### src/rtl/egress_sched_pkg.sv
package egress_sched_pkg;

    typedef enum logic [1:0] {
        MODE_RR   = 2'd0,
        MODE_DWRR = 2'd1,
        MODE_PRIO = 2'd2,
        MODE_RSVD = 2'd3
    } sched_mode_e;

    typedef enum logic {
        ST_PICK  = 1'b0,
        ST_OFFER = 1'b1
    } sched_state_e;

    function automatic int max_w(input int a, input int b);
        return (a > b) ? a : b;
    endfunction

endpackage

### src/rtl/egress_rr_pick.sv
module egress_rr_pick #(
    parameter int NQ = 8,
    parameter int IW = 3
) (
    input  logic [NQ-1:0] req,
    input  logic [IW-1:0] start,
    output logic          found,
    output logic [IW-1:0] idx
);
    always_comb begin
        found = 1'b0;
        idx   = '0;
        for (int k = 0; k < NQ; k++) begin
            int c;
            c = int'(start) + k;
            if (c >= NQ) c = c - NQ;
            if (!found && req[c]) begin
                found = 1'b1;
                idx   = IW'(c);
            end
        end
    end
endmodule

### src/rtl/egress_prio_pick.sv
module egress_prio_pick #(
    parameter int NQ = 8,
    parameter int IW = 3,
    parameter int PW = 3
) (
    input  logic [NQ-1:0]         req,
    input  logic [NQ-1:0][PW-1:0] prio,
    output logic                  found,
    output logic [IW-1:0]         idx
);
    logic [PW-1:0] best;

    always_comb begin
        found = 1'b0;
        idx   = '0;
        best  = '0;
        for (int i = 0; i < NQ; i++) begin
            if (req[i] && (!found || prio[i] > best)) begin
                found = 1'b1;
                idx   = IW'(i);
                best  = prio[i];
            end
        end
    end
endmodule

### src/rtl/egress_dwrr_step.sv
module egress_dwrr_step #(
    parameter int DW = 13,
    parameter int QW = 12,
    parameter int LW = 12
) (
    input  logic          eligible,
    input  logic          nonempty,
    input  logic          fresh,
    input  logic [DW-1:0] deficit,
    input  logic [QW-1:0] quantum,
    input  logic [LW-1:0] head_len,
    output logic          send,
    output logic          advance,
    output logic [DW-1:0] deficit_nxt
);
    logic [DW-1:0] credited;
    logic [DW-1:0] len_ext;

    always_comb begin
        len_ext  = DW'(head_len);
        credited = fresh ? deficit + DW'(quantum) : deficit;
        send     = eligible && (len_ext <= credited);
        advance  = !send;
        if (send)
            deficit_nxt = credited - len_ext;
        else if (eligible)
            deficit_nxt = credited;
        else if (nonempty)
            deficit_nxt = deficit;
        else
            deficit_nxt = '0;
    end
endmodule

### src/rtl/egress_sched.sv
module egress_sched
    import egress_sched_pkg::*;
#(
    parameter int NQ = 8,
    parameter int LW = 12,
    parameter int QW = 12,
    parameter int PW = 3,
    localparam int IW = (NQ > 1) ? $clog2(NQ) : 1
) (
    input  logic                  clk,
    input  logic                  rst,
    input  logic [1:0]            cfg_mode,
    input  logic                  cfg_mode_wr,
    input  logic [NQ-1:0]         q_enable,
    input  logic [NQ-1:0][QW-1:0] q_quantum,
    input  logic [NQ-1:0][PW-1:0] q_prio,
    input  logic [NQ-1:0]         q_nonempty,
    input  logic [NQ-1:0][LW-1:0] q_head_len,
    input  logic                  tx_ready,
    output logic                  grant_valid,
    output logic [NQ-1:0]         grant_onehot,
    output logic [IW-1:0]         grant_idx
);
    localparam int DW = max_w(LW, QW) + 1;

    sched_state_e          state_q;
    sched_mode_e           mode_req_q, mode_act_q;
    logic [IW-1:0]         sel_q, rr_ptr_q, dw_ptr_q;
    logic                  fresh_q;
    logic [NQ-1:0][DW-1:0] def_q;

    logic [NQ-1:0] elig;
    logic [NQ-1:0] dw_elig;
    logic          any_dw;
    logic          offering;

    assign elig     = q_enable & q_nonempty;
    assign any_dw   = |dw_elig;
    assign offering = (state_q == ST_OFFER);

    for (genvar g = 0; g < NQ; g++) begin : g_elig
        assign dw_elig[g] = elig[g] && (q_quantum[g] != '0);
    end

    logic          rr_found, pr_found;
    logic [IW-1:0] rr_idx, pr_idx;
    logic          dw_send, dw_adv;
    logic [DW-1:0] dw_def_nxt;

    egress_rr_pick #(.NQ(NQ), .IW(IW)) u_rr (
        .req   (elig),
        .start (rr_ptr_q),
        .found (rr_found),
        .idx   (rr_idx)
    );

    egress_prio_pick #(.NQ(NQ), .IW(IW), .PW(PW)) u_prio (
        .req   (elig),
        .prio  (q_prio),
        .found (pr_found),
        .idx   (pr_idx)
    );

    egress_dwrr_step #(.DW(DW), .QW(QW), .LW(LW)) u_dw (
        .eligible    (dw_elig[dw_ptr_q]),
        .nonempty    (q_nonempty[dw_ptr_q]),
        .fresh       (fresh_q),
        .deficit     (def_q[dw_ptr_q]),
        .quantum     (q_quantum[dw_ptr_q]),
        .head_len    (q_head_len[dw_ptr_q]),
        .send        (dw_send),
        .advance     (dw_adv),
        .deficit_nxt (dw_def_nxt)
    );

    logic          pick_ok;
    logic [IW-1:0] pick_idx;

    always_comb begin
        unique case (mode_req_q)
            MODE_DWRR: begin pick_ok = dw_send;  pick_idx = dw_ptr_q; end
            MODE_PRIO: begin pick_ok = pr_found; pick_idx = pr_idx;   end
            default:   begin pick_ok = rr_found; pick_idx = rr_idx;   end
        endcase
    end

    always_ff @(posedge clk) begin
        if (rst) begin
            state_q    <= ST_PICK;
            mode_req_q <= MODE_RR;
            mode_act_q <= MODE_RR;
            sel_q      <= '0;
            rr_ptr_q   <= '0;
            dw_ptr_q   <= '0;
            fresh_q    <= 1'b1;
            def_q      <= '0;
        end else begin
            if (cfg_mode_wr) mode_req_q <= sched_mode_e'(cfg_mode);
            for (int i = 0; i < NQ; i++) begin
                if (!q_nonempty[i]) def_q[i] <= '0;
            end
            unique case (state_q)
                ST_PICK: begin
                    mode_act_q <= mode_req_q;
                    if (mode_req_q == MODE_DWRR && any_dw) begin
                        def_q[dw_ptr_q] <= dw_def_nxt;
                        fresh_q         <= dw_adv;
                        if (dw_adv)
                            dw_ptr_q <= (dw_ptr_q == IW'(NQ-1)) ? '0 : dw_ptr_q + 1'b1;
                    end
                    if (pick_ok) begin
                        sel_q   <= pick_idx;
                        state_q <= ST_OFFER;
                    end
                end
                ST_OFFER: begin
                    if (tx_ready) begin
                        state_q <= ST_PICK;
                        if (mode_act_q == MODE_RR || mode_act_q == MODE_RSVD)
                            rr_ptr_q <= (sel_q == IW'(NQ-1)) ? '0 : sel_q + 1'b1;
                    end
                end
                default: state_q <= ST_PICK;
            endcase
        end
    end

    assign grant_valid = offering && tx_ready;
    assign grant_idx   = sel_q;

    for (genvar g = 0; g < NQ; g++) begin : g_oh
        assign grant_onehot[g] = grant_valid && (sel_q == IW'(g));
    end

endmodule

### config.mk
export PLATFORM = sky130hd
export DESIGN_NAME = egress_sched
export DESIGN_NICKNAME = d
export VERILOG_FILES = /design/src/rtl/egress_sched_pkg.sv /design/src/rtl/egress_rr_pick.sv /design/src/rtl/egress_prio_pick.sv /design/src/rtl/egress_dwrr_step.sv /design/src/rtl/egress_sched.sv
export SDC_FILE = /design/constraint.sdc
export NUM_CORES = 1
export LEC_CHECK = 0
export CAP_MARGIN = 20
export CORE_UTILIZATION = 55
export DETAILED_ROUTE_END_ITERATION = 16
export PLACE_DENSITY = 0.85
export SLEW_MARGIN = 10
export SYNTH_ARGS = -nofsm -noshare
export SYNTH_HDL_FRONTEND = slang
export SYNTH_HIERARCHICAL = 1
export SYNTH_SLANG_ARGS = --single-unit
### constraint.sdc
create_clock -name clk -period 27 [get_ports clk]
set_clock_uncertainty 0.05 [all_clocks]
set_input_delay 4.05 -clock clk [delete_from_list [all_inputs] [get_ports clk]]
set_output_delay 4.05 -clock clk [all_outputs]
set_load 0.01 [all_outputs]
* Word-level counts from Yosys, hierarchy flattened *
Index checks and enable logic that the tools add are counted.

word-level totals
  latch bits = 0
  RAM bits = 0
  word-level logic and storage cells = 258
  bits in registers = 119
  ROM bits = 0
  memories = 0
  bits of input ports = 238
  output and inout bits = 12

cells by class
  $mul = 0
  shift operators = 0
  divide/modulo/power cells = 0
  eq/ne operators = 11
  bitwise operators = 3
  order comparisons = 26
  reductions and logical operators = 72
  multiplexer cells = 112
  add/sub/neg operators = 19

operators with widths
  kind                                                                    number
  13-bit 2-to-1 mux                                                       22
  32-bit by 5-bit < comparator with 1-bit output, second input constant   8
  32-bit 2-to-1 mux                                                       8
  32-bit by 5-bit >= comparator with 1-bit output, second input constant  7
  32-bit by 5-bit subtractor with 32-bit output, second input constant    7
  104-bit 2-to-1 mux                                                      2
  104-bit bitwise mux                                                     1
  12-bit nonzero test                                                     8
  12-bit binary-select mux with 3-bit select                              2
  3-bit 2-to-1 mux                                                        21
  13-bit binary-select mux with 3-bit select                              1
  13-bit demux with 3-bit select                                          1
  1-bit 2-to-1 mux                                                        37
  1-bit logical AND                                                       34
  1-bit binary-select mux with 3-bit select                               10
  12-bit 2-to-1 mux                                                       2
  3-bit greater-than comparator                                           7
  3-bit by 3-bit adder with 4-bit output, second input constant           4
  3-bit == test, second input constant                                    5
  1-bit zero test                                                         15
  13-bit by 12-bit adder with 13-bit output                               1
  12-bit by 13-bit less-or-equal comparator with 1-bit output             1
  13-bit by 12-bit subtractor with 13-bit output                          1
  3-bit by 2-bit adder with 4-bit output, second input constant           2
  other kinds (21)                                                        36

* Depth between registers and ports, before layout *
Gate-level depths: netlist of run 1.

  depth in word-level cells = 33
  depth in mapped cells = 53
  mapped depth without buffers = 50

* Cells and area by module *
Netlist of run 1, hierarchy kept.

by module, submodules not included
  module            sequential area each (µm²)  cells each  area an instance (µm²)  times used
  egress_sched      2382.3                      757         6764.0                  1
  egress_dwrr_step  0.0                         241         1712.9                  1
  egress_prio_pick  0.0                         138         997.2                   1
  egress_rr_pick    0.0                         105         980.9                   1

* Worst setup path before layout of run 1 *
Ideal clock, no wire load.

  path kind = input-to-reg
  start point = in q_enable[0]
  end point = reg sel_q[0], in the netlist grant_idx[0]
  cell stages on the path = 52
  data arrival time = 12.624 ns
  buffers on the path = 3
  path slack = 14.199 ns
  required time = 26.822 ns
  setup time = 0.128 ns
  cells stage by stage = nand2_1 > inv_1 > buf_6 > nand2_1 > ha_1 > and3_1 > a21o_1 > a211oi_1 > or2_2 > ha_1 > and3_1 > a21oi_1 > o21a_2 > o31ai_1 > ha_1 > a21oi_1 > a32oi_1 > o21ai_0 > [16 not listed] > ha_1 > nor2b_1 > o21ai_0 > a32oi_1 > o21ai_1 > buf_2 > nor3b_1 > a211o_1 > ha_1 > a21o_1 > a21oi_1 > a31oi_1 > o21ai_0 > a21bo_2 > a22oi_1 > o21ai_0 > mux2i_1 > nor2_1

on the way
  elaborated cells on any way between the ends = 112
  classes of those cells = order compare (7); mux (66); bitwise (1); reduce/logical (38)

RTL lines
  element                                                           line                    text
  start, declared                                                   egress_sched.sv:14      input logic [NQ-1:0] q_enable,
  8-bit bitwise AND *                                               egress_sched.sv:37      assign elig = q_enable & q_nonempty;
  net elig[0]                                                       egress_sched.sv:32      logic [NQ-1:0] elig;
  3-bit 2-to-1 mux or 1-bit 2-to-1 mux (tied branches)              egress_prio_pick.sv:18  if (req[i] && (!found || prio[i] > best)) begin
  3-bit greater-than comparator or 1-bit zero test (tied branches)  egress_prio_pick.sv:18
  1-bit logical OR                                                  egress_prio_pick.sv:18
  1-bit logical AND                                                 egress_prio_pick.sv:18
  3-bit 2-to-1 mux or 1-bit 2-to-1 mux (tied branches)              egress_prio_pick.sv:18
  3-bit greater-than comparator or 1-bit zero test (tied branches)  egress_prio_pick.sv:18
  [17 not listed]                                                   n/a
  1-bit logical AND                                                 egress_prio_pick.sv:18
  3-bit 2-to-1 mux or 1-bit 2-to-1 mux (tied branches)              egress_prio_pick.sv:18
  3-bit greater-than comparator or 1-bit zero test (tied branches)  egress_prio_pick.sv:18
  1-bit logical OR                                                  egress_prio_pick.sv:18
  1-bit logical AND                                                 egress_prio_pick.sv:18
  3-bit 2-to-1 mux *                                                egress_prio_pick.sv:18
  net pr_idx[0]                                                     egress_sched.sv:46      logic [IW-1:0] rr_idx, pr_idx;
  3-bit one-hot mux with 2 select lines *                           egress_sched.sv:80      unique case (mode_req_q)
  end signal, assigned                                              egress_sched.sv:112     sel_q <= pick_idx;
  end, declared                                                     egress_sched.sv:28      logic [IW-1:0] sel_q, rr_ptr_q, dw_ptr_q;

Mark *: on every way through the listed nets, which the timed path passes. The rest lies on a longest branch. The select of a mux whose other input is x is not followed.
A chain may end at the register's enable or synchronous reset.

* Worst setup path after layout of run 1 *
  start point = in q_nonempty[0]
  end point = reg sel_q[0], in the netlist grant_idx[0]

on the way
  elaborated cells on any way between the ends = 112
  classes of those cells = order compare (7); mux (66); bitwise (1); reduce/logical (38)

RTL lines
  element                                                           line                    text
  start, declared                                                   egress_sched.sv:17      input logic [NQ-1:0] q_nonempty,
  8-bit bitwise AND *                                               egress_sched.sv:37
  net elig[0]                                                       egress_sched.sv:32
  3-bit 2-to-1 mux or 1-bit 2-to-1 mux (tied branches)              egress_prio_pick.sv:18
  3-bit greater-than comparator or 1-bit zero test (tied branches)  egress_prio_pick.sv:18
  1-bit logical OR                                                  egress_prio_pick.sv:18
  1-bit logical AND                                                 egress_prio_pick.sv:18
  3-bit 2-to-1 mux or 1-bit 2-to-1 mux (tied branches)              egress_prio_pick.sv:18
  3-bit greater-than comparator or 1-bit zero test (tied branches)  egress_prio_pick.sv:18
  [17 not listed]                                                   n/a
  1-bit logical AND                                                 egress_prio_pick.sv:18
  3-bit 2-to-1 mux or 1-bit 2-to-1 mux (tied branches)              egress_prio_pick.sv:18
  3-bit greater-than comparator or 1-bit zero test (tied branches)  egress_prio_pick.sv:18
  1-bit logical OR                                                  egress_prio_pick.sv:18
  1-bit logical AND                                                 egress_prio_pick.sv:18
  3-bit 2-to-1 mux *                                                egress_prio_pick.sv:18
  net pr_idx[0]                                                     egress_sched.sv:46
  3-bit one-hot mux with 2 select lines *                           egress_sched.sv:80

Marked as above.

==> results of run 1 <==
[stage by stage]
step           hold slack [ps]  utilization (%)
4_1_cts                  406.3            73.62
3_3_place_gp             392.1            69.90
5_1_grt                  416.8            73.70
6_report                 404.0            73.70
2_1_floorplan            384.4                -
3_5_place_dp             396.3            69.96
[logic make-up after synthesis]
family / Yosys count / synth area share (%)
xor gates and xnor gates: 14 / 1.173
adders and majority gates: 59 / 7.204
DFF: 119 / 22.79
and+or+nand+nor: 379 / 18.61
AOI/OAI and AO/OA: 359 / 25.96
buffers and inverters: 145 / 6.235
muxes: 166 / 18.03
[cell usage in the layout (no fill, tap or decap), types with 7 or more instances in the layout]
master	netlist	final
sky130_fd_sc_hd__clkbuf_16	0	17
sky130_fd_sc_hd__inv_1	58	58
sky130_fd_sc_hd__a211oi_4	8	8
sky130_fd_sc_hd__nand4_1	41	41
sky130_fd_sc_hd__and3_1	15	15
sky130_fd_sc_hd__nor2b_1	19	19
sky130_fd_sc_hd__nand3_1	13	13
sky130_fd_sc_hd__nand2_1	160	160
sky130_fd_sc_hd__and2_1	7	7
sky130_fd_sc_hd__nor2_1	45	44
sky130_fd_sc_hd__o21ai_0	31	31
sky130_fd_sc_hd__mux4_2	15	15
sky130_fd_sc_hd__clkdlybuf4s50_1	0	249
sky130_fd_sc_hd__nand2b_1	8	8
sky130_fd_sc_hd__o21a_1	18	18
sky130_fd_sc_hd__a31oi_1	14	14
sky130_fd_sc_hd__nor4_1	21	21
sky130_fd_sc_hd__xnor2_1	8	8
sky130_fd_sc_hd__ha_1	57	57
sky130_fd_sc_hd__dfxtp_1	119	119
sky130_fd_sc_hd__a21oi_1	37	37
sky130_fd_sc_hd__buf_4	1	21
sky130_fd_sc_hd__mux2_2	12	12
sky130_fd_sc_hd__o31ai_1	7	7
sky130_fd_sc_hd__nor3_1	12	11
sky130_fd_sc_hd__a22oi_1	157	157
sky130_fd_sc_hd__a21o_1	14	14
sky130_fd_sc_hd__mux2i_1	134	134
[sequential cells by signal (all words and copies together) (netlist names)]
signal,cells
mode_req_q,2
grant_idx,3
def_q,104
mode_act_q,2
dw_ptr_q,3
rr_ptr_q,3
offering,1
fresh_q,1
[layout make-up]
class                           instances  area (um2)
Tap cell                              234       292.8
Clock inverter                          7       187.7
Multi-Input combinational cell        977        7466
Fill cell                            1399        4902
Clock buffer                           25       495.5
Inverter                               64       240.2
Timing Repair Buffer                  272        2676
Sequential cell                       119        2382
[worst max-delay path, delay by kind of cell]
kind	cells	cell delay [ps]
AOI/OAI and AO/OA	27	6170
buffers and inverters	3	1020
adders and majority gates	7	2020
muxes	2	430
and+or+nand+nor	11	1540
[per-layer routing]
| layer | vias up | GRT usage [%] | part of all wire (%) |
|---|---|---|---|
| met5 | - | 0 | 0 |
| met4 | 0 | 20.82 | 4.3 |
| met2 | 794 | 66.82 | 47 |
| li1 | 5130 | - | - |
| met1 | 5460 | 48.34 | 38 |
| met3 | 162 | 8.328 | 11 |
[worst paths after layout]
check                               to  depth (start not counted)  slack (ps)                startpoint
min               def_q[77]$_SDFF_PP0_                          2         400      def_q[77]$_SDFF_PP0_
max          grant_idx[0]$_SDFFE_PP0P_                         50       11970             q_nonempty[0]
max reg2reg   dw_ptr_q[0]$_SDFFE_PP0P_                         21       20030  dw_ptr_q[1]$_SDFFE_PP0P_
min reg2reg       def_q[77]$_SDFF_PP0_                          2         400      def_q[77]$_SDFF_PP0_
[power groups by stage]
stage          logic, W  registers [W]  clock network [W]
2_1_floorplan  0.000147       0.000185                  0
3_3_place_gp   0.000220       0.000188                  0
3_5_place_dp   0.000225       0.000188                  0
4_1_cts        0.000228       0.000184           0.000260
5_1_grt        0.000249       0.000185           0.000267
6_report       0.000234       0.000185           0.000261
==> flow_summary.html, run 1 <==
<table>
<tr><th>Metric</th><th>Value</th></tr>
<tr><th colspan="2">Die</th></tr>
<tr><td>Core footprint</td><td>0.01864 mm2</td></tr>
<tr><td>Effective utilization at floorplan</td><td>a little under three fifths</td></tr>
<tr><td>Overall die area</td><td>0.01957 mm2</td></tr>
<tr><td>Chip Width</td><td>139.9 um</td></tr>
<tr><td>Boundary Pins</td><td>250</td></tr>
<tr><td>Vertical die dimension</td><td>139.9 um</td></tr>
<tr><td>Row count</td><td>50</td></tr>
<tr><th colspan="2">Status</th></tr>
<tr><td>Result of the run</td><td>finished, final reports clean</td></tr>
<tr><th colspan="2">Timing</th></tr>
<tr><td>Worst max-slew margin expressed relative to the limit</td><td>21.53%</td></tr>
<tr><td>Final Slew Violations</td><td>0</td></tr>
<tr><td>Final hold violations</td><td>0</td></tr>
<tr><td>Timing-limited maximum frequency</td><td>66.52 MHz</td></tr>
<tr><td>Finish-stage setup viols</td><td>0</td></tr>
<tr><td>Worst Slack Setup Final</td><td>11970 ps</td></tr>
<tr><td>Unrepaired setup endpoints after global routing</td><td>false</td></tr>
<tr><td>Final period util</td><td>a little under three fifths</td></tr>
<tr><td>Setup Total Neg Slack</td><td>0 ps</td></tr>
<tr><td>Worst Tran Pin Value</td><td>1173 ps</td></tr>
<tr><td>Clock period minus final worst setup slack</td><td>15030 ps</td></tr>
<tr><th colspan="2">Worst setup path</th></tr>
<tr><td>Type of the worst setup path</td><td>input pin to register</td></tr>
<tr><td>Cell at the slowest stage of the critical path</td><td>sky130_fd_sc_hd__o21ai_1</td></tr>
<tr><td>Max Fanout on Critical Path</td><td>18</td></tr>
<tr><td>Critical Path RT</td><td>27250 ps</td></tr>
<tr><td>Delay of the slowest cell on the worst path</td><td>650 ps</td></tr>
<tr><td>CP Data Arrival Time</td><td>15280 ps</td></tr>
<tr><td>Sort of element at the start of the critical path</td><td>input pin</td></tr>
<tr><td>Most frequent cell on the critical path</td><td>sky130_fd_sc_hd__ha_1</td></tr>
<tr><td>Crit. End Element</td><td>register</td></tr>
<tr><th colspan="2">Finish</th></tr>
<tr><td>Net total in the final layout</td><td>about 1700</td></tr>
<tr><td>Post-synthesis to final-layout area growth</td><td>31.43%</td></tr>
<tr><td>Final instance area</td><td>between 0.01 and 0.015 mm2</td></tr>
<tr><td>Number of antenna repair diodes</td><td>0</td></tr>
<tr><td>Layout cell share with drive strength beyond 1</td><td>8.607%</td></tr>
<tr><td>Number of cells in the finished layout apart from fillers</td><td>1698</td></tr>
<tr><th colspan="2">CTS</th></tr>
<tr><td>Number of buffers inserted by hold repair at cts</td><td>0</td></tr>
<tr><td>TritonCTS clock tree</td><td>yes</td></tr>
<tr><td>Resized cells post-CTS</td><td>0</td></tr>
<tr><td># clock sinks</td><td>~120</td></tr>
<tr><td>Clock transition at the register clock pins on the worst setup and hold paths after CTS</td><td>50 ps</td></tr>
<tr><td>Number of buffers created by CTS</td><td>17</td></tr>
<tr><td>Maximum buffer depth of the clock tree</td><td>2</td></tr>
<tr><td>Level count of the clock H-tree</td><td>4</td></tr>
<tr><td>Root buf cell</td><td>sky130_fd_sc_hd__clkbuf_16</td></tr>
<tr><td>Post-CTS Setup Bufs</td><td>0</td></tr>
<tr><td>Clock insertion delay at the later pin of the skew report</td><td>~420 ps</td></tr>
<tr><th colspan="2">GRT</th></tr>
<tr><td>Number of antenna violations at the first check in global routing</td><td>0</td></tr>
<tr><td>Maximum number of pins on one net before global-route repair</td><td>between 40 and 50</td></tr>
<tr><td>Overflow left after global routing</td><td>0</td></tr>
<tr><td>Number of global-route vias before repair</td><td>roughly 11000</td></tr>
<tr><td>First-pass GRT wire length</td><td>61.13 mm</td></tr>
<tr><td>GRT Overall Usage</td><td>~40%</td></tr>
<tr><th colspan="2">Yosys</th></tr>
<tr><td>Net Count, Synth</td><td>1538</td></tr>
<tr><td>Top_reg_cell synth</td><td>sky130_fd_sc_hd__dfxtp_1</td></tr>
<tr><td>Area contributors post-synth</td><td>sky130_fd_sc_hd__dfxtp_1, sky130_fd_sc_hd__mux2i_1, sky130_fd_sc_hd__a22oi_1, sky130_fd_sc_hd__ha_1, sky130_fd_sc_hd__nand2_1</td></tr>
<tr><td>Cell type with the highest aggregate area in the netlist</td><td>sky130_fd_sc_hd__dfxtp_1</td></tr>
<tr><td>Mapped Cells</td><td>1241</td></tr>
<tr><td>Number of synthesized register bits</td><td>around 120</td></tr>
<tr><td>Netlist cell types</td><td>88</td></tr>
<tr><td>Commonest cells post-synth</td><td>sky130_fd_sc_hd__nand2_1, sky130_fd_sc_hd__a22oi_1, sky130_fd_sc_hd__mux2i_1</td></tr>
<tr><td>Synth top area share</td><td>around 23%</td></tr>
<tr><td>Synthesized area divided by synthesized cell count</td><td>8.425 um2</td></tr>
<tr><td>Fraction of registers with async set/reset</td><td>0%</td></tr>
<tr><td>Post-synth EDFFs</td><td>0</td></tr>
<tr><td>Most common cell in the netlist</td><td>sky130_fd_sc_hd__nand2_1</td></tr>
<tr><td>Part of the Yosys area used for sequential elements</td><td>between 20% and 30%</td></tr>
<tr><td>Netlist Area Pre-Place</td><td>around 0.010 mm2</td></tr>
<tr><td>Syn. warnings</td><td>6</td></tr>
<tr><th colspan="2">Placement</th></tr>
<tr><td>IO buf count</td><td>249</td></tr>
<tr><td>Placed inst area</td><td>0.01304 mm2</td></tr>
<tr><td>Routability-driven placement congestion ratio</td><td>between 0.9 and 1</td></tr>
<tr><td>Placed insts</td><td>1665</td></tr>
<tr><td>Final HPWL from detailed placement</td><td>27.31 mm</td></tr>
<tr><td>Dpl ws</td><td>between 10000 and 15000 ps</td></tr>
<tr><th colspan="2">Flow run</th></tr>
<tr><td>Number of maximum-capacitance violations</td><td>0</td></tr>
<tr><th colspan="2">Routing</th></tr>
<tr><td>Total vias in the final route</td><td>11550</td></tr>
<tr><td>WL per Instance</td><td>around 23 um</td></tr>
<tr><td>Aggregate routed wire length</td><td>39.85 mm</td></tr>
<tr><td>Detailed-route DRC error count</td><td>0</td></tr>
<tr><td>Number of iterations in the first detailed-routing pass</td><td>7</td></tr>
<tr><td>Count of antenna-violating nets left after detailed routing</td><td>0</td></tr>
<tr><td>Ratio of routed vias to standard cells</td><td>about 6.8</td></tr>
<tr><td>Iteration-0 DRC count of the detailed router</td><td>1249</td></tr>
<tr><th colspan="2">Power</th></tr>
<tr><td>Leakage power figure</td><td>5.044 nW</td></tr>
<tr><td>Clock network power share</td><td>between 30% and 40%</td></tr>
<tr><td>Share of total power in sequential cells</td><td>between 20 and 30%</td></tr>
<tr><td>Internal Pwr Total</td><td>roughly 0.00047 W</td></tr>
<tr><td>Power density over cell area</td><td>49.46 mW/mm2</td></tr>
<tr><td>Switching share of total power</td><td>around 31%</td></tr>
<tr><td>Switching pwr</td><td>0.0002093 W</td></tr>
<tr><td>Overall Power</td><td>0.0006796 W</td></tr>
<tr><td>Max rail drop VDD</td><td>58.53 uV</td></tr>
<tr><td>Portion of total power attributed to combinational logic</td><td>34.4%</td></tr>
<tr><th colspan="2">Min path</th></tr>
<tr><td>Class of the tightest hold or removal check</td><td>register to register</td></tr>
</table>
(Power assumes the default switching activity.)
==> inputs of run 2 (changes only) <==
--- a/config.mk
+++ b/config.mk
@@ -6,9 +6,9 @@
 export NUM_CORES = 1
 export LEC_CHECK = 0
 export CAP_MARGIN = 20
-export CORE_UTILIZATION = 55
+export CORE_UTILIZATION = 47
 export DETAILED_ROUTE_END_ITERATION = 16
-export PLACE_DENSITY = 0.85
+export PLACE_DENSITY = 0.77
 export SLEW_MARGIN = 10
 export SYNTH_ARGS = -nofsm -noshare
 export SYNTH_HDL_FRONTEND = slang
==> constraint.sdc (replaced) <==
create_clock -name clk -period 12.5 [get_ports clk]
set_clock_uncertainty 0.05 [all_clocks]
set_input_delay 1.875 -clock clk [delete_from_list [all_inputs] [get_ports clk]]
set_output_delay 1.875 -clock clk [all_outputs]
set_load 0.01 [all_outputs]
==> run 2 against run 1 <==
Compared with the run above: clock power rose by 100%; clock-buffer cell count is 8 lower; final cell count grew 2.7%; non-clock buffer count did not move; die area increased by 17%; global-route usage is 6.6 points lower; power rose by 110%; sequential power up 120%; register-to-register slack lost 15000 ps; sequential share of layout area barely moved; routed wire length fell by 1.9%; worst hold slack better by 3.7 ps.
==> flow_summary.html, run 2 (same netlist as run 1, synthesis figures left out) <==
<table>
<tr><th>Metric</th><th>Value</th></tr>
<tr><th colspan="2">Status</th></tr>
<tr><td>Result of the run</td><td>finished, final reports clean</td></tr>
<tr><th colspan="2">Power</th></tr>
<tr><td>Max rail drop VDD</td><td>109.4 uV</td></tr>
<tr><td>Power density over cell area</td><td>103.7 mW/mm2</td></tr>
<tr><td>Leakage power figure</td><td>5.033 nW</td></tr>
<tr><th colspan="2">Worst setup path</th></tr>
<tr><td>Type of the worst setup path</td><td>input pin to register</td></tr>
<tr><td>Crit. End Element</td><td>register</td></tr>
<tr><td>Setup slack on the worst flop-to-flop path</td><td>5430 ps</td></tr>
<tr><td>CP Data Arrival Time</td><td>12060 ps</td></tr>
<tr><td>Worst reg2reg path depth</td><td>21</td></tr>
<tr><td>Sort of element at the start of the critical path</td><td>input pin</td></tr>
<tr><td>Delay of the slowest cell on the worst path</td><td>530 ps</td></tr>
<tr><td>Critical path's top delay family</td><td>compound AO/OA/AOI/OAI gates</td></tr>
<tr><td>Crit. Startpoint</td><td>q_nonempty[0]</td></tr>
<tr><td>Most frequent cell on the critical path</td><td>sky130_fd_sc_hd__ha_1</td></tr>
<tr><td>Critical R2R Launch</td><td>dw_ptr_q[1]$_SDFFE_PP0P_</td></tr>
<tr><td>Worst path bufs/invs</td><td>4</td></tr>
<tr><td>Max Fanout on Critical Path</td><td>16</td></tr>
<tr><td>Instance count on the critical path</td><td>51</td></tr>
<tr><td>Cell at the slowest stage of the critical path</td><td>sky130_fd_sc_hd__clkdlybuf4s50_1</td></tr>
<tr><td>Critical Path RT</td><td>~13000 ps</td></tr>
<tr><th colspan="2">Finish</th></tr>
<tr><td>Number of antenna repair diodes</td><td>0</td></tr>
<tr><td>Commonest non-fill, non-tap cell in the layout</td><td>sky130_fd_sc_hd__clkdlybuf4s50_1</td></tr>
<tr><td>Post-synthesis to final-layout area growth</td><td>31.79%</td></tr>
<tr><td>Share of the core filled with cells in the final layout</td><td>a little over three fifths</td></tr>
<tr><td>Most frequent cells in the layout</td><td>sky130_fd_sc_hd__clkdlybuf4s50_1, sky130_fd_sc_hd__nand2_1, sky130_fd_sc_hd__a22oi_1</td></tr>
<tr><td>Layout cell share with drive strength beyond 1</td><td>9.016%</td></tr>
<tr><td>Register with the most flip-flops</td><td>def_q</td></tr>
<tr><td>Number of flip-flops under the largest register name</td><td>104</td></tr>
<tr><td>Net total in the final layout</td><td>1748</td></tr>
<tr><td>Number of cells in the finished layout apart from fillers</td><td>1744</td></tr>
<tr><td>Count of fill cells added during filler insertion</td><td>between 1500 and 2000</td></tr>
<tr><th colspan="2">CTS</th></tr>
<tr><td>Number of buffers created by CTS</td><td>17</td></tr>
<tr><td># clock sinks</td><td>119</td></tr>
<tr><td>Clock insertion delay at the later pin of the skew report</td><td>420 ps</td></tr>
<tr><td>Post-CTS Setup Bufs</td><td>0</td></tr>
<tr><td>TritonCTS clock tree</td><td>yes</td></tr>
<tr><td>Maximum buffer depth of the clock tree</td><td>2</td></tr>
<tr><td>Level count of the clock H-tree</td><td>4</td></tr>
<tr><td>Clock transition at the register clock pins on the worst setup and hold paths after CTS</td><td>50 ps</td></tr>
<tr><td>Root buf cell</td><td>sky130_fd_sc_hd__clkbuf_16</td></tr>
<tr><th colspan="2">Placement</th></tr>
<tr><td>Final HPWL from detailed placement</td><td>27.53 mm</td></tr>
<tr><td>Placed insts</td><td>1711</td></tr>
<tr><td>Routability-driven placement congestion ratio</td><td>1.014</td></tr>
<tr><td>IO buf count</td><td>249</td></tr>
<tr><th colspan="2">Die</th></tr>
<tr><td>Row count</td><td>54</td></tr>
<tr><td>Overall die area</td><td>0.02284 mm2</td></tr>
<tr><td>Chip Width</td><td>151.1 um</td></tr>
<tr><td>Effective utilization at floorplan</td><td>47.91%</td></tr>
<tr><td>Core footprint</td><td>0.02182 mm2</td></tr>
<tr><td>Boundary Pins</td><td>250</td></tr>
<tr><td>Vertical die dimension</td><td>151.1 um</td></tr>
<tr><th colspan="2">Timing</th></tr>
<tr><td>WHS</td><td>407.7 ps</td></tr>
<tr><td>Final period util</td><td>94.61%</td></tr>
<tr><td>Timing-limited maximum frequency</td><td>84.56 MHz</td></tr>
<tr><td>Finish-stage setup viols</td><td>0</td></tr>
<tr><td>Clock period minus final worst setup slack</td><td>11830 ps</td></tr>
<tr><td>Final Slew Violations</td><td>0</td></tr>
<tr><td>Setup Total Neg Slack</td><td>0 ps</td></tr>
<tr><td>Final hold violations</td><td>0</td></tr>
<tr><td>Worst max-slew margin expressed relative to the limit</td><td>19.21%</td></tr>
<tr><td>Worst Tran Pin Value</td><td>about 1200 ps</td></tr>
<tr><th colspan="2">Min path</th></tr>
<tr><td>Worst Hold Depth</td><td>2</td></tr>
<tr><td>Hold path start</td><td>def_q[82]$_SDFF_PP0_</td></tr>
<tr><td>Class of the tightest hold or removal check</td><td>register to register</td></tr>
<tr><th colspan="2">Flow run</th></tr>
<tr><td>Number of maximum-capacitance violations</td><td>0</td></tr>
<tr><th colspan="2">Routing</th></tr>
<tr><td>Ratio of routed vias to standard cells</td><td>between 6 and 7</td></tr>
<tr><td>Total vias in the final route</td><td>roughly 11000</td></tr>
<tr><td>Detailed-route DRC error count</td><td>0</td></tr>
<tr><td>Aggregate routed wire length</td><td>39.08 mm</td></tr>
<tr><td>Count of antenna-violating nets left after detailed routing</td><td>0</td></tr>
<tr><td>Iteration-0 DRC count of the detailed router</td><td>1095</td></tr>
<tr><td>WL per Instance</td><td>22.41 um</td></tr>
<tr><td>Number of iterations in the first detailed-routing pass</td><td>6</td></tr>
<tr><th colspan="2">GRT</th></tr>
<tr><td>First-pass GRT wire length</td><td>58.18 mm</td></tr>
<tr><td>Maximum number of pins on one net before global-route repair</td><td>41</td></tr>
<tr><td>Number of global-route vias before repair</td><td>between 10000 and 15000</td></tr>
<tr><td>Overflow left after global routing</td><td>0</td></tr>
<tr><td>Number of antenna violations at the first check in global routing</td><td>0</td></tr>
<tr><td>GRT Overall Usage</td><td>33.38%</td></tr>
</table>
-- run 2: changes by cell type in the layout (fill, tap and decap cells not counted), sizes merged --
cell,delta
inv,+6
bufinv,-2
clkinv,+4
clkbuf,-8
-- run 2: layout make-up --
cell class                      count  area (um2)  share of cell area, %
Sequential cell                   119        2382                  17.29
Inverter                           64       240.2                  1.744
Clock buffer                       17       425.4                  3.088
Tap cell                          280       350.3                  2.543
Timing Repair Buffer              272        2685                  19.49
Clock inverter                     15       214.0                  1.553
Multi-Input combinational cell    977        7481                  54.30
-- run 2: per-layer routing --
layer	global-route usage, %	up-vias	share of wire (%)
li1	-	5142	-
met1	42.29	5355	40
met2	54.50	632	46
met3	8.072	95	10
met4	12.85	0	3.4
met5	0	-	0
-- run 2: what timing repair did --
action | in CTS | in global routing
endpoints found under the hold margin | 0 | 0
hold buffers | 0 | 0
setup endpoints to repair | 0 | 3
gates resized for setup | 0 | 2
-- run 2: worst reg2reg max path: stages, from the launching register on --
cell and delay (ps):
sky130_fd_sc_hd__dfxtp_1 640, sky130_fd_sc_hd__and3_1 630, sky130_fd_sc_hd__buf_4 500, sky130_fd_sc_hd__a22oi_1 190, sky130_fd_sc_hd__nand4_1 230, sky130_fd_sc_hd__ha_1 230, sky130_fd_sc_hd__inv_1 60, sky130_fd_sc_hd__fa_1 410
sky130_fd_sc_hd__nor2b_1 230, sky130_fd_sc_hd__o31ai_2 120, sky130_fd_sc_hd__a21oi_1 170, sky130_fd_sc_hd__mux2_2 350, sky130_fd_sc_hd__a221o_1 310, sky130_fd_sc_hd__ha_1 380, sky130_fd_sc_hd__and2_1 210, sky130_fd_sc_hd__o21a_1 180
sky130_fd_sc_hd__o41a_1 390, sky130_fd_sc_hd__nor3_4 610, sky130_fd_sc_hd__nand2b_1 290, sky130_fd_sc_hd__inv_1 100, sky130_fd_sc_hd__a211oi_4 310, sky130_fd_sc_hd__mux2_2 380
-- run 2: power by group --
group	switching (W)	total, W	internal (W)
Combinational	0.000268	0.000504	0.000236
Sequential	0.0000129	0.000398	0.000385
Clock	0.000189	0.000528	0.000338
Total	0.000469	0.00143	0.000960
-- run 2: stage by stage --
stage	setup slack, ps	area (um2)	power [W]
2_1_floorplan	1874	10460	0.0007154
3_3_place_gp	578.6	13100	0.0008848
3_5_place_dp	238.0	13100	0.0008909
4_1_cts	615.8	13740	0.001417
5_1_grt	-17.34	13780	0.001489
6_report	673.6	13780	0.001429
-- run 2: path summary, 6_finish.rpt --
kind / to
hold reg to reg: def_q[82]$_SDFF_PP0_
setup / recovery: grant_idx[0]$_SDFFE_PP0P_
hold / removal: def_q[82]$_SDFF_PP0_
setup reg to reg: dw_ptr_q[0]$_SDFFE_PP0P_
==> inputs of run 3 (changes only) <==
--- a/config.mk
+++ b/config.mk
@@ -6,7 +6,9 @@
 export NUM_CORES = 1
 export LEC_CHECK = 0
 export CAP_MARGIN = 20
+export CORE_MARGIN = 1
 export CORE_UTILIZATION = 47
+export CTS_CLUSTER_SIZE = 24
 export DETAILED_ROUTE_END_ITERATION = 16
 export PLACE_DENSITY = 0.77
 export SLEW_MARGIN = 10
==> results of run 3 <==
The final DEF is identical to that of run 2; final timing and power are the same.
